### src/rtl/bank_intc_pkg.sv
package bank_intc_pkg;

    localparam int SRC_PER_BANK  = 32;
    localparam int BANK_SPAN_LG2 = 4;

    typedef logic [SRC_PER_BANK-1:0] word_t;

    typedef enum logic [1:0] {
        SEL_CAUSE = 2'd0,
        SEL_IRQ   = 2'd1,
        SEL_FIQ   = 2'd2,
        SEL_ENDP  = 2'd3
    } reg_sel_e;

    typedef struct packed {
        word_t cause;
        word_t irq_m;
        word_t fiq_m;
        word_t endp_m;
    } bank_view_t;

    typedef struct packed {
        logic irq;
        logic fiq;
        logic endp;
    } req_t;

    function automatic word_t pick_word(bank_view_t v, reg_sel_e s);
        case (s)
            SEL_CAUSE: return v.cause;
            SEL_IRQ:   return v.irq_m;
            SEL_FIQ:   return v.fiq_m;
            default:   return v.endp_m;
        endcase
    endfunction

endpackage

### src/rtl/intc_sync.sv
module intc_sync #(
    parameter int W = 32
) (
    input  logic         clk,
    input  logic         rst,
    input  logic [W-1:0] d_i,
    output logic [W-1:0] q_o
);
    logic [W-1:0] stage1;

    always_ff @(posedge clk) begin
        if (rst) begin
            stage1 <= '0;
            q_o    <= '0;
        end else begin
            stage1 <= d_i;
            q_o    <= stage1;
        end
    end
endmodule

### src/rtl/intc_bank.sv
module intc_bank
    import bank_intc_pkg::*;
(
    input  logic       clk,
    input  logic       rst,
    input  word_t      cause_i,
    input  logic       we,
    input  reg_sel_e   sel,
    input  word_t      wdata,
    output bank_view_t view_o,
    output req_t       req_o
);
    word_t irq_m, fiq_m, endp_m;

    always_ff @(posedge clk) begin
        if (rst) begin
            irq_m  <= '0;
            fiq_m  <= '0;
            endp_m <= '0;
        end else if (we) begin
            case (sel)
                SEL_IRQ:  irq_m  <= wdata;
                SEL_FIQ:  fiq_m  <= wdata;
                SEL_ENDP: endp_m <= wdata;
                default:  ; // cause is read-only
            endcase
        end
    end

    always_comb begin
        view_o.cause  = cause_i;
        view_o.irq_m  = irq_m;
        view_o.fiq_m  = fiq_m;
        view_o.endp_m = endp_m;
        req_o.irq     = |(cause_i & irq_m);
        req_o.fiq     = |(cause_i & fiq_m);
        req_o.endp    = |(cause_i & endp_m);
    end
endmodule

### src/rtl/bank_intc.sv
module bank_intc
    import bank_intc_pkg::*;
#(
    parameter int NUM_BANKS = 2,
    parameter int ADDR_W    = 8
) (
    input  logic                           clk,
    input  logic                           rst,
    input  logic [NUM_BANKS*SRC_PER_BANK-1:0] src_i,
    input  logic                           wr_en,
    input  logic                           rd_en,
    input  logic [ADDR_W-1:0]              addr,
    input  logic [31:0]                    wdata,
    output logic [31:0]                    rdata,
    output logic                           irq_o,
    output logic                           fiq_o,
    output logic                           endp_o
);
    localparam int TOTAL  = NUM_BANKS * SRC_PER_BANK;
    localparam int BIDX_W = ADDR_W - BANK_SPAN_LG2;

    logic [TOTAL-1:0]     src_sync;
    logic [BIDX_W-1:0]    bidx;
    reg_sel_e             sel;
    bank_view_t           view [NUM_BANKS];
    logic [NUM_BANKS-1:0] irq_vec, fiq_vec, endp_vec;
    logic [TOTAL-1:0]     irq_mask_all, fiq_mask_all;
    word_t                rd_word;

    assign bidx = addr[ADDR_W-1:BANK_SPAN_LG2];
    assign sel  = reg_sel_e'(addr[3:2]);

    intc_sync #(.W(TOTAL)) u_sync (
        .clk (clk),
        .rst (rst),
        .d_i (src_i),
        .q_o (src_sync)
    );

    for (genvar g = 0; g < NUM_BANKS; g++) begin : g_bank
        req_t req;
        intc_bank u_bank (
            .clk     (clk),
            .rst     (rst),
            .cause_i (src_sync[g*SRC_PER_BANK +: SRC_PER_BANK]),
            .we      (wr_en && (bidx == BIDX_W'(g))),
            .sel     (sel),
            .wdata   (wdata),
            .view_o  (view[g]),
            .req_o   (req)
        );
        assign irq_vec[g]  = req.irq;
        assign fiq_vec[g]  = req.fiq;
        assign endp_vec[g] = req.endp;
        assign irq_mask_all[g*SRC_PER_BANK +: SRC_PER_BANK] = view[g].irq_m;
        assign fiq_mask_all[g*SRC_PER_BANK +: SRC_PER_BANK] = view[g].fiq_m;
    end

    assign irq_o  = |irq_vec;
    assign fiq_o  = |fiq_vec;
    assign endp_o = |endp_vec;

    always_comb begin
        rd_word = '0;
        for (int i = 0; i < NUM_BANKS; i++) begin
            if (bidx == BIDX_W'(i)) rd_word = pick_word(view[i], sel);
        end
    end

    always_ff @(posedge clk) begin
        if (rst)        rdata <= '0;
        else if (rd_en) rdata <= rd_word;
    end
endmodule

### config.mk
export PLATFORM = sky130hd
export DESIGN_NAME = bank_intc
export DESIGN_NICKNAME = d
export VERILOG_FILES = /design/src/rtl/bank_intc_pkg.sv /design/src/rtl/intc_sync.sv /design/src/rtl/intc_bank.sv /design/src/rtl/bank_intc.sv
export SDC_FILE = /design/constraint.sdc
export NUM_CORES = 1
export LEC_CHECK = 0
export BUFFER_PORTS_ARGS = -buffer_cell sky130_fd_sc_hd__buf_2
export CORE_MARGIN = 1
export CORE_UTILIZATION = 55
export DETAILED_ROUTE_END_ITERATION = 8
export PLACE_DENSITY_LB_ADDON = 0.08
export SETUP_SLACK_MARGIN = 0.02
export SLEW_MARGIN = 40
export SYNTH_ARGS = -nofsm -noshare
export SYNTH_HDL_FRONTEND = slang
export SYNTH_SLANG_ARGS = --single-unit
### constraint.sdc
create_clock -name clk -period 2.2 [get_ports clk]
set_input_delay 0.44 -clock clk [delete_from_list [all_inputs] [get_ports clk]]
set_output_delay 0.44 -clock clk [all_outputs]
set_load 0.01 [all_outputs]
==> results.txt <==
status - complete, but fails checks
violated checks - setup timing
IO buf count - 140
Rel. slew slack - 48.1%
initial core utilization - 56.3%
top_reg_cell synth - dfxtp_1
mux share of post-synthesis cell area - 10.5%
Final Util - 70.5%
peak supply drop - 0.000715 V
RSZ-0062 raised after global routing - yes
layout cell share with drive strength beyond 1 - 27.4%
row cnt - 57
Initial DRT Pass Iterations - 5
Synth Instances - 1452
DR vias - 12383
Synth area leader - dfxtp_1
asr flop ratio synth - 0%
Die Y - 160 um
post-synthesis simple-gate area fraction - 19.7%
Pwr Density - 802 mW/mm^2
largest net degree at the start of global routing - 191
crit path DAT - 2330 ps
Worst-path clk slew - 50 ps
Vias/cell - 6.19
Hold WC Path Type - in2reg
htree depth - 2
top post-synthesis cells by area - dfxtp_1 51%, nand2_1 12%, mux4_2 10%, a21oi_1 7.0%, nor2b_1 5.8%
Crit Path Max Fanout - 3
leakage - 6.62 nW
Seq/Total Area, Yosys - 51.2%
DRC errors left - 0
share of the synthesized area in the top cell type - 51.2%
slew of the pin with the lowest slew margin - 778 ps
largest family of logic cells by synthesized area - simple AND/OR/NAND/NOR gates
Final WS setup - -566 ps
routability cong. - 1.04
Root Buffer - clkbuf_16
Crit path required time - 1760 ps
Overflow after GRT - 0
initial antenna violation count - 1
Skew-Pair Late Insertion Delay - 530 ps
area delta synth->final - 25.2%
syn nets - 1560
full die area - 0.0257 sq mm
total I/O pin count - 143
core area - 0.0245 sq mm
Final Hold Vio Count - 0
starting DRC count in detailed routing - 1917
Synth cell types - 22
placed cells - 1939
minimum clock period - 2770 ps
critical path class - reg2out
post-synthesis compound-gate area fraction - 14.8%
total CTS buffers - 37
Final Non-Filler Cells - 2002
GR Util All Layers - 39.7%
number of setup violations in the final report - 3
CTS tree - done
Post-synth EDFFs - 0
period utilisation layout - 126%
Final TNS setup - -1670 ps
drt wl/cell - 25.5 um
Max Cap Viol - 0
CP startpoint kind - flop
post-CTS setup buffers - 0
post-place setup slack - -260 ps
first-pass GRT wire length - 74200 um
Sink Count - 352
vias in the first global route - 11311
fmax - 0.361 GHz
clk_skew - 16.2 ps
number of synthesized register bits - 352
antenna cell count - 0
xor and xnor area share after synthesis - 0%
Antenna Nets Post-Route - 0
Post-Syn Area - 0.0138 sq mm
post-detail-place hpwl - 35400 um
Die X - 160 um
Post-Synth Adder-Cell Area - 0%
CP endpoint kind - output port
number of synthesis warnings - 0
Nets - 1761
most frequent cells in the layout - 450 x nand2_1, 326 x dfxtp_1, 192 x a21oi_1, 135 x buf_2, 128 x nor2b_1
Longest Clk Path Bufs - 3
WL final - 51000 um
most common cell after layout, fill and taps aside - nand2_1
Slew Viols, Final - 0
syn avg cell area - 9.48 sq um
-- synth_stat cells, types with 2 or more instances --
master,n
dfxtp_1,352
buf_1,2
or4_1,4
clkbuf_1,47
a22o_1,48
nor3_2,4
nand4_1,12
or2_2,2
mux4_2,64
nor2b_1,128
nor2_1,5
a221oi_1,48
nand2_1,450
a22oi_1,32
buf_2,42
a21oi_1,192
buf_4,4
buf_6,9
or3_1,4
-- cell families (layout without fill, tap and decap cells) --
| logic type | after synthesis | after routing |
|---|---|---|
| buf+inv | 104 | 330 |
| flops | 352 | 352 |
| compound gates | 320 | 320 |
| simple gates | 612 | 612 |
| mux | 64 | 64 |
-- state kept, by name (all words and copies together), names as in the netlist --
register and cells:
u_sync.stage1 64, g_bank.u_bank.endp_m 64, g_bank.u_bank.fiq_m 64, u_sync.q_o 64
g_bank.u_bank.irq_m 64, rdata 32
-- what timing repair did --
action,4_1_cts,5_1_grt
hold endpoints to repair,0,0
gates resized for setup,68,2
pin swaps,14,4
endpoints found under the setup margin,3,3
hold buffers,0,0
-- power breakdown --
group | switching, mW | internal (mW) | leakage, nW | total (mW)
Sequential | 0.131 | 6.50 | 2.88 | 6.63
Combinational | 0.391 | 0.303 | 3.11 | 0.694
Clock | 2.54 | 3.97 | 0.630 | 6.51
Total | 3.06 | 10.8 | 6.62 | 13.8
-- routing by layer --
metal  GRT usage [%]  part of all wire [%]
met1            56.4                    39
met2            57.3                    42
met3            9.32                    14
met4            17.8                   4.6
met5               0                     0
-- through the flow --
| step | instance area, sq um | power (mW) | hold WS, ps |
|---|---|---|---|
| 2_1_floorplan | 13800 | 7.03 | 414 |
| 3_3_place_gp | 15700 | 7.42 | 418 |
| 3_5_place_dp | 15700 | 7.42 | 420 |
| 4_1_cts | 17200 | 13.8 | 109 |
| 5_1_grt | 17200 | 14.2 | 123 |
| 6_report | 17200 | 13.8 | 116 |
-- final timing paths --
kind	from	to	slack, ps	cells past startpoint
setup reg to reg	g_bank[1].u_bank.endp_m[3]	rdata[3]	630	4
setup / recovery	u_sync.q_o[51]	irq_o	-570	6
hold / removal	src_i[43]	u_sync.stage1[43]	120	2
hold reg to reg	u_sync.stage1[42]	u_sync.q_o[42]	430	1
-- cell type report --
type / instances / area [sq um]
Timing Repair Buffer: 266 / 2010
Tap cell: 324 / 405
Sequential cell: 352 / 7090
Fill cell: 1917 / 7220
Clock buffer: 53 / 1110
Clock inverter: 11 / 159
Multi-Input combinational cell: 996 / 6470
-- critical path, stage by stage (launching register included) --
cell and delay, ps:
dfxtp_1 340, buf_4 170, a22o_1 230, a221oi_2 240
nand4_1 150, or4_4 530, buf_6 140
(Power assumes the default switching activity.)
